<file path="src/rtl/daf_pkg.sv">
package daf_pkg;
   localparam int MAC_BYTES  = 6;
   localparam int MAC_W      = MAC_BYTES * 8;
   localparam int CRC_W      = 32;
   localparam logic [CRC_W-1:0] CRC_POLY = 32'h04C1_1DB7;
   localparam int CFG_AW     = 4;
   localparam logic [CFG_AW-1:0] A_STN_LO  = 4'd0;
   localparam logic [CFG_AW-1:0] A_STN_HI  = 4'd1;
   localparam logic [CFG_AW-1:0] A_CTRL    = 4'd2;
   localparam int TBL_BASE   = 8;
   localparam int PROMISC_BIT = 3;
   localparam int GROUP_BIT  = MAC_W - 8;
endpackage

</file>
<file path="src/rtl/daf_cfg_regs.sv">
module daf_cfg_regs
   import daf_pkg::*;
#(
   parameter int REG_W = 32,
   parameter int IDX_W = 8
) (
   input  logic              clk,
   input  logic              rst_n,
   input  logic              cfg_we,
   input  logic [CFG_AW-1:0] cfg_addr,
   input  logic [REG_W-1:0]  cfg_wdata,
   output logic [MAC_W-1:0]  stn_addr,
   output logic              promisc,
   output logic [(1<<IDX_W)-1:0] entry_vec
);
   localparam int ENTRIES = 1 << IDX_W;
   localparam int NREG    = ENTRIES / REG_W;
   localparam int SEL_W   = (NREG > 1) ? $clog2(NREG) : 1;

   logic [31:0] stn_lo;
   logic [15:0] stn_hi;
   logic [REG_W-1:0] tbl [NREG];

   always_ff @(posedge clk) begin
      if (!rst_n) begin
         stn_lo  <= '0;
         stn_hi  <= '0;
         promisc <= 1'b0;
      end else if (cfg_we) begin
         if (cfg_addr == A_STN_LO) stn_lo  <= cfg_wdata[31:0];
         if (cfg_addr == A_STN_HI) stn_hi  <= cfg_wdata[31:16];
         if (cfg_addr == A_CTRL)   promisc <= cfg_wdata[PROMISC_BIT];
      end
   end

   for (genvar r = 0; r < NREG; r++) begin : g_tbl
      always_ff @(posedge clk) begin
         if (!rst_n)
            tbl[r] <= '0;
         else if (cfg_we && (int'(cfg_addr) == TBL_BASE + r))
            tbl[r] <= cfg_wdata;
      end
   end

   // index n: word n / REG_W, bit counted from the MSB
   for (genvar n = 0; n < ENTRIES; n++) begin : g_map
      assign entry_vec[n] = tbl[n / REG_W][REG_W - 1 - (n % REG_W)];
   end

   // bytes b0..b5, b0 first on the wire
   assign stn_addr = {stn_hi[7:0], stn_hi[15:8],
                      stn_lo[7:0], stn_lo[15:8], stn_lo[23:16], stn_lo[31:24]};

   logic [SEL_W-1:0] unused_sel;
   assign unused_sel = '0;

   // table words clear out of reset
   p_tbl_reset_r1: assert property (@(posedge clk)
      $fell(rst_n) |=> (tbl[0] == '0) && !promisc);
endmodule

</file>
<file path="src/rtl/daf_crc_hash.sv">
module daf_crc_hash
   import daf_pkg::*;
#(
   parameter int IDX_W = 8
) (
   input  logic [MAC_W-1:0] addr,
   output logic [IDX_W-1:0] idx
);
   logic [CRC_W-1:0] crc;

   always_comb begin
      logic fb;
      crc = '1;
      fb  = 1'b0;
      for (int b = 0; b < MAC_BYTES; b++) begin
         for (int k = 0; k < 8; k++) begin
            fb  = crc[CRC_W-1] ^ addr[(MAC_BYTES-1-b)*8 + k];
            crc = {crc[CRC_W-2:0], 1'b0} ^ (fb ? CRC_POLY : '0);
         end
      end
   end

   assign idx = crc[CRC_W-1 -: IDX_W];
endmodule

</file>
<file path="src/rtl/daf_decide.sv">
module daf_decide
   import daf_pkg::*;
#(
   parameter int IDX_W = 8,
   parameter int PIPE  = 1
) (
   input  logic                  clk,
   input  logic                  rst_n,
   input  logic                  in_valid,
   input  logic [MAC_W-1:0]      in_dst,
   input  logic [IDX_W-1:0]      idx,
   input  logic [MAC_W-1:0]      stn_addr,
   input  logic                  promisc,
   input  logic [(1<<IDX_W)-1:0] entry_vec,
   output logic                  out_valid,
   output logic                  out_accept
);
   logic grp_now, bc_now, st_now;
   assign grp_now = in_dst[GROUP_BIT];
   assign bc_now  = &in_dst;
   assign st_now  = (in_dst == stn_addr);

   if (PIPE != 0) begin : g_two
      logic             s_vld, s_grp, s_bc, s_st;
      logic [IDX_W-1:0] s_idx;
      logic             s_hit;

      always_ff @(posedge clk) begin
         if (!rst_n) begin
            s_vld <= 1'b0;
            s_grp <= 1'b0;
            s_bc  <= 1'b0;
            s_st  <= 1'b0;
            s_idx <= '0;
         end else begin
            s_vld <= in_valid;
            s_grp <= grp_now;
            s_bc  <= bc_now;
            s_st  <= st_now;
            s_idx <= idx;
         end
      end

      assign s_hit = entry_vec[s_idx];

      always_ff @(posedge clk) begin
         if (!rst_n) begin
            out_valid  <= 1'b0;
            out_accept <= 1'b0;
         end else begin
            out_valid  <= s_vld;
            out_accept <= s_vld & (promisc | s_bc | s_st | (s_grp & s_hit));
         end
      end

      // unicast miss with filtering on is dropped
      p_ucast_drop_r7: assert property (@(posedge clk) disable iff (!rst_n)
         s_vld && !s_grp && !s_st && !promisc |=> out_valid && !out_accept);
      // promiscuous keeps everything
      p_promisc_keep_r9: assert property (@(posedge clk) disable iff (!rst_n)
         s_vld && promisc |=> out_accept);
   end else begin : g_one
      always_ff @(posedge clk) begin
         if (!rst_n) begin
            out_valid  <= 1'b0;
            out_accept <= 1'b0;
         end else begin
            out_valid  <= in_valid;
            out_accept <= in_valid &
                          (promisc | bc_now | st_now | (grp_now & entry_vec[idx]));
         end
      end
   end
endmodule

</file>
<file path="src/rtl/dst_addr_filter.sv">
module dst_addr_filter
   import daf_pkg::*;
#(
   parameter int REG_W = 32,
   parameter int IDX_W = 8,
   parameter int PIPE  = 1
) (
   input  logic              clk,
   input  logic              rst_n,
   input  logic              cfg_we,
   input  logic [3:0]        cfg_addr,
   input  logic [31:0]       cfg_wdata,
   input  logic              in_valid,
   input  logic [47:0]       in_dst,
   output logic              out_valid,
   output logic              out_accept
);
   localparam int ENTRIES = 1 << IDX_W;
   localparam int NREG    = ENTRIES / REG_W;

   if (REG_W != 32)
      $error("REG_W must match the 32-bit write port");
   if (IDX_W < 5 || IDX_W > 8)
      $error("IDX_W out of range");
   if (NREG * REG_W != ENTRIES || TBL_BASE + NREG > 16)
      $error("table words do not fit the address map");
   if (PIPE < 0 || PIPE > 1)
      $error("PIPE must be 0 or 1");

   logic [MAC_W-1:0]   stn_addr;
   logic               promisc;
   logic [ENTRIES-1:0] entry_vec;
   logic [IDX_W-1:0]   idx;

   daf_cfg_regs #(.REG_W(REG_W), .IDX_W(IDX_W)) u_cfg (
      .clk(clk), .rst_n(rst_n), .cfg_we(cfg_we), .cfg_addr(cfg_addr),
      .cfg_wdata(cfg_wdata), .stn_addr(stn_addr), .promisc(promisc),
      .entry_vec(entry_vec));

   daf_crc_hash #(.IDX_W(IDX_W)) u_hash (
      .addr(in_dst), .idx(idx));

   daf_decide #(.IDX_W(IDX_W), .PIPE(PIPE)) u_dec (
      .clk(clk), .rst_n(rst_n), .in_valid(in_valid), .in_dst(in_dst),
      .idx(idx), .stn_addr(stn_addr), .promisc(promisc),
      .entry_vec(entry_vec), .out_valid(out_valid), .out_accept(out_accept));

   if (PIPE != 0) begin : g_chk2
      // strobe in, verdict two cycles later
      p_lat_fwd_r2: assert property (@(posedge clk) disable iff (!rst_n)
         in_valid |-> ##2 out_valid);
      p_lat_back_r2: assert property (@(posedge clk) disable iff (!rst_n)
         out_valid |-> $past(in_valid, 2));
      // broadcast always kept
      p_bcast_r10: assert property (@(posedge clk) disable iff (!rst_n)
         in_valid && (&in_dst) |-> ##2 out_accept);
   end else begin : g_chk1
      p_lat_fwd_r2: assert property (@(posedge clk) disable iff (!rst_n)
         in_valid |=> out_valid);
      p_bcast_r10: assert property (@(posedge clk) disable iff (!rst_n)
         in_valid && (&in_dst) |=> out_accept);
   end
endmodule

</file>
<file path="config.mk">
export PLATFORM = sky130hd
export DESIGN_NAME = dst_addr_filter
export DESIGN_NICKNAME = d
export VERILOG_FILES = /design/src/rtl/daf_pkg.sv /design/src/rtl/daf_cfg_regs.sv /design/src/rtl/daf_crc_hash.sv /design/src/rtl/daf_decide.sv /design/src/rtl/dst_addr_filter.sv
export SDC_FILE = /design/constraint.sdc
export NUM_CORES = 1
export LEC_CHECK = 0
export BUFFER_PORTS_ARGS = -buffer_cell sky130_fd_sc_hd__buf_2
export CORE_UTILIZATION = 25
export DETAILED_ROUTE_END_ITERATION = 8
export HOLD_SLACK_MARGIN = 0.1
export PLACE_DENSITY = 0.44
export SKIP_LAST_GASP = 1
export SYNTH_ARGS = -nofsm -noshare
export SYNTH_HDL_FRONTEND = slang
export SYNTH_SLANG_ARGS = --single-unit
</file>
<file path="constraint.sdc">
create_clock -name clk -period 12.5 [get_ports clk]
set_clock_uncertainty 0.15 [all_clocks]
set_input_delay 0.625 -clock clk [delete_from_list [all_inputs] [get_ports clk]]
set_output_delay 0.625 -clock clk [all_outputs]
set_load 0.01 [all_outputs]
</file>
==> results.py <==
metrics = {
    "power": {
        "switchingPower_mw": 2.280,
        "p_sw_share_pct": 32.83,
        "combPwrFrac_pct": 64.2,
        "clockPowerShare_pct": 16.5,
        "leakagePower_nw": 7.583,
        "sequentialPowerShare_pct": 19.2,
        "internal_power_mw": 4.664,
        "vdd_drop_max_uv": 526.4,
        "power_density_nw_per_um2": 340.4,
    },
    "min_path": {
        "hp-class": "input pin to flop",
    },
    "sta": {
        "maxSlewViolCount": 0,
        "hold_violations": 0,
        "layout_min_cycle_time_ns": 4.391,
        "period_share_pct": 35.13,
        "timing.fmax_ghz": 0.2277,
        "finalSetupViolations": 0,
        "rsz0062_at_grt": "no",
        "holdWs_ns": 0.2170,
        "tightest_slew_ns": 1.226,
        "tns_ns": 0,
        "slew_headroom_pct": 17.85,
    },
    "synthesis": {
        "synth_top_area_share_pct": 43.68,
        "synthCells": 1272,
        "synth_edf_count": 256,
        "ys_warn_count": 0,
        "synth_top_flop_cell": "edfxtp_1",
        "synth.avg_cell_area_sq_um": 13.84,
        "syn-num-nets": 1363,
        "yosys-top-cells-area": "edfxtp_1, and2_1, mux4_2, xnor3_1, dfxtp_1",
        "synth_seq_cells": 319,
        "async_flop_share_pct": 0,
        "seq_area_frac_synth_pct": 50.84,
        "ys_types": 43,
        "synthesis.area_sq_um": 17600,
        "synth.largest_area_cell": "edfxtp_1",
    },
    "worst_setup_path": {
        "worstSetupPathType": "input pin to flop",
        "cp_max_fo": 7,
        "path_cells": "buf_2 -> ha_1 -> xor3_1 -> xnor3_2 -> xor3_2 -> xnor3_2 -> xnor2_4 -> xnor3_1 -> xnor3_1 -> xor2_1 -> and2_1",
        "startpoint_type": "input pin",
        "max_stage_delay_ns": 0.52,
        "required_ns": 12.78,
        "crit_family": "XOR/XNOR gates",
        "endpoint_kind": "flop",
        "crit_buf_inv": 1,
        "crit_arrival_ns": 4.67,
        "critPathSlowestCell": "xor3_1",
    },
    "cells_and_area": {
        "nNetsFinal": 1436,
        "area_growth_pct": 15.90,
        "layout-drive-gt1-share_pct": 19.58,
        "fillCellCount": 6934,
    },
    "global_route": {
        "antenna_found_initial": 3,
        "grt_usage_pct": 14.68,
        "grt_pass1_wl_um": 75450,
        "overflow": 0,
        "grt_max_degree": 74,
        "grt_pass1_vias": 10650,
    },
    "cts": {
        "numCtsBuffers": 39,
        "cts_buffer_depth": 3,
        "cts_tree": "built",
        "h-tree-depth": 2,
        "cts_resized": 0,
        "cts-root-buf": "clkbuf_16",
        "cts.sinks": 319,
        "cts_hold_buf": 0,
        "clkLatencyLatePin_ns": 0.54,
        "post_cts_buffers": 0,
        "cts.clk_slew.worst_paths_ns": 0.06,
    },
    "job": {
        "cap_violations": 0,
    },
    "detailed_routing": {
        "wirelength_um": 51980,
        "viasPerCell": 4.451,
        "detail_route.iter0.violations": 592,
        "routedWlPerCell_um": 22.51,
        "drtAntennaViolNets": 0,
        "drcViolationCount": 0,
        "vias": 10280,
        "first_pass_iters": 5,
    },
    "placed_design": {
        "post-dp-hpwl_um": 36710,
        "gp_congestion": 0.8239,
        "io_buffers": 89,
    },
    "floorplanning": {
        "initial_utilization_pct": 25.48,
        "die_x_um": 267.3,
        "coreArea_sq_um": 69070,
        "dieArea_sq_um": 71470,
        "die_y_um": 267.3,
        "rows": 96,
        "boundaryPins": 90,
    },
    "status": {
        "status": "finished clean",
    },
}
metal layers:
metal | up-vias | global-route usage (%) | routed length (um)
met5 | - | 0 | 13
li1 | 4706 | - | -
met1 | 5286 | 20.32 | 24540
met2 | 229 | 24.11 | 24480
met4 | 2 | 2.998 | 781
met3 | 55 | 2.326 | 2160
Yosys cell counts (2+ instances only):
cell type / count
and2_1: 268
edfxtp_1: 256
nand2_1: 102
xnor2_1: 98
xor2_1: 75
mux4_2: 64
dfxtp_1: 63
xnor3_1: 62
clkbuf_1: 60
a21boi_0: 49
nor4_1: 15
nand4_1: 13
a221oi_1: 12
a22o_1: 12
xor3_1: 9
a22oi_1: 8
buf_1: 8
nor2_1: 8
o21ai_0: 8
nor3_1: 7
xnor2_2: 7
xnor3_2: 7
o22ai_1: 6
buf_2: 5
buf_4: 5
a21oi_1: 4
nand2b_1: 4
nand3_1: 4
xnor2_4: 4
xor2_2: 4
ha_1: 3
nor2b_1: 3
and3_1: 2
buf_6: 2
inv_1: 2
nand3b_1: 2
o211ai_1: 2
or2_2: 2
or3_1: 2
xor3_2: 2
cells by family after synthesis:
family,count (synthesis),share of synthesized area [%]
fa+ha+maj,3,0.2133
mux,65,8.246
xor+xnor,268,20.63
buf+inv,82,1.976
compound gates,101,4.265
flops,319,50.84
simple gates,434,13.83
state kept, by name, summed over array words and instances, names as in the netlist, 8 cells and up:
name and count:
u_cfg.tbl 256, u_cfg.stn_hi 16, u_cfg.stn_lo 32, u_dec.g_two.s_idx 8
cells in the final DEF, fill, tap and decap left out, drive strengths merged, types with 6 or more instances in the layout:
cell / synthesis / routed
mux4: 64 / 64
buf: 20 / 112
nand4: 13 / 13
dfxtp: 63 / 63
edfxtp: 256 / 256
xnor3: 69 / 69
o21ai: 8 / 8
nor2: 8 / 8
nor3: 7 / 7
xor3: 11 / 11
xor2: 79 / 79
xnor2: 109 / 109
nor4: 15 / 15
clkbuf: 60 / 59
clkinv: 0 / 7
nand2: 102 / 102
and2: 268 / 268
a21boi: 49 / 49
a221oi: 12 / 12
o22ai: 6 / 6
a22o: 12 / 12
a22oi: 8 / 8
layout make-up:
class | instances | area, sq um | area share [%]
multi-input combinational | 871 | 8344 | 40.91
tap | 931 | 1165 | 5.711
clock inverter | 11 | 133.9 | 0.6563
antenna | 4 | 10.01 | 0.04907
clock buffer | 59 | 1164 | 5.704
sequential | 319 | 8956 | 43.91
inverter | 2 | 7.507 | 0.03680
timing repair buffer | 112 | 618.1 | 3.030
worst register-to-register path, delay by kind of cell, from the launching register on:
kind            cells  cell delay (ns)
buf+inv             1             0.73
mux                 1             0.64
flops               1             0.85
compound gates      5             1.21
simple gates        2             0.35
path summary, 6_finish.rpt:
check	to	start	cells after the start	slack (ns)
worst max-delay path	u_dec.g_two.s_idx[6]$_SDFF_PN0_	in_dst[41]	11	8.11
worst min-delay path	u_dec.g_two.s_vld$_SDFF_PN0_	in_valid	2	0.22
worst max register to register	u_dec.out_accept$_SDFF_PN0_	u_dec.g_two.s_idx[0]$_SDFF_PN0_	9	8.41
worst min register to register	u_cfg.stn_lo[10]$_SDFFE_PN0P_	u_cfg.stn_lo[10]$_SDFFE_PN0P_	2	0.33
metrics by stage:
stage	worst slack, ns	instance area, sq um	power [mW]	cells	util, %
after floorplan	8.141	17600	5.110	1272	-
after global placement	7.598	19090	5.849	2235	27.64
after detailed placement	7.556	19090	5.817	2235	27.64
after CTS	8.120	20390	7.042	2305	29.52
after global routing	8.001	20390	7.372	2305	29.52
final	8.109	20400	6.943	2309	29.53
power groups by stage:
stage          logic (mW)  clock network, mW  registers, mW
6_report             4.46               1.15           1.34
5_1_grt              4.81               1.21           1.35
4_1_cts              4.52               1.18           1.34
3_5_place_dp         4.45                  0           1.37
3_3_place_gp         4.48                  0           1.36
2_1_floorplan        3.82                  0           1.29
Note: power is estimated with default switching activity, not from simulation.
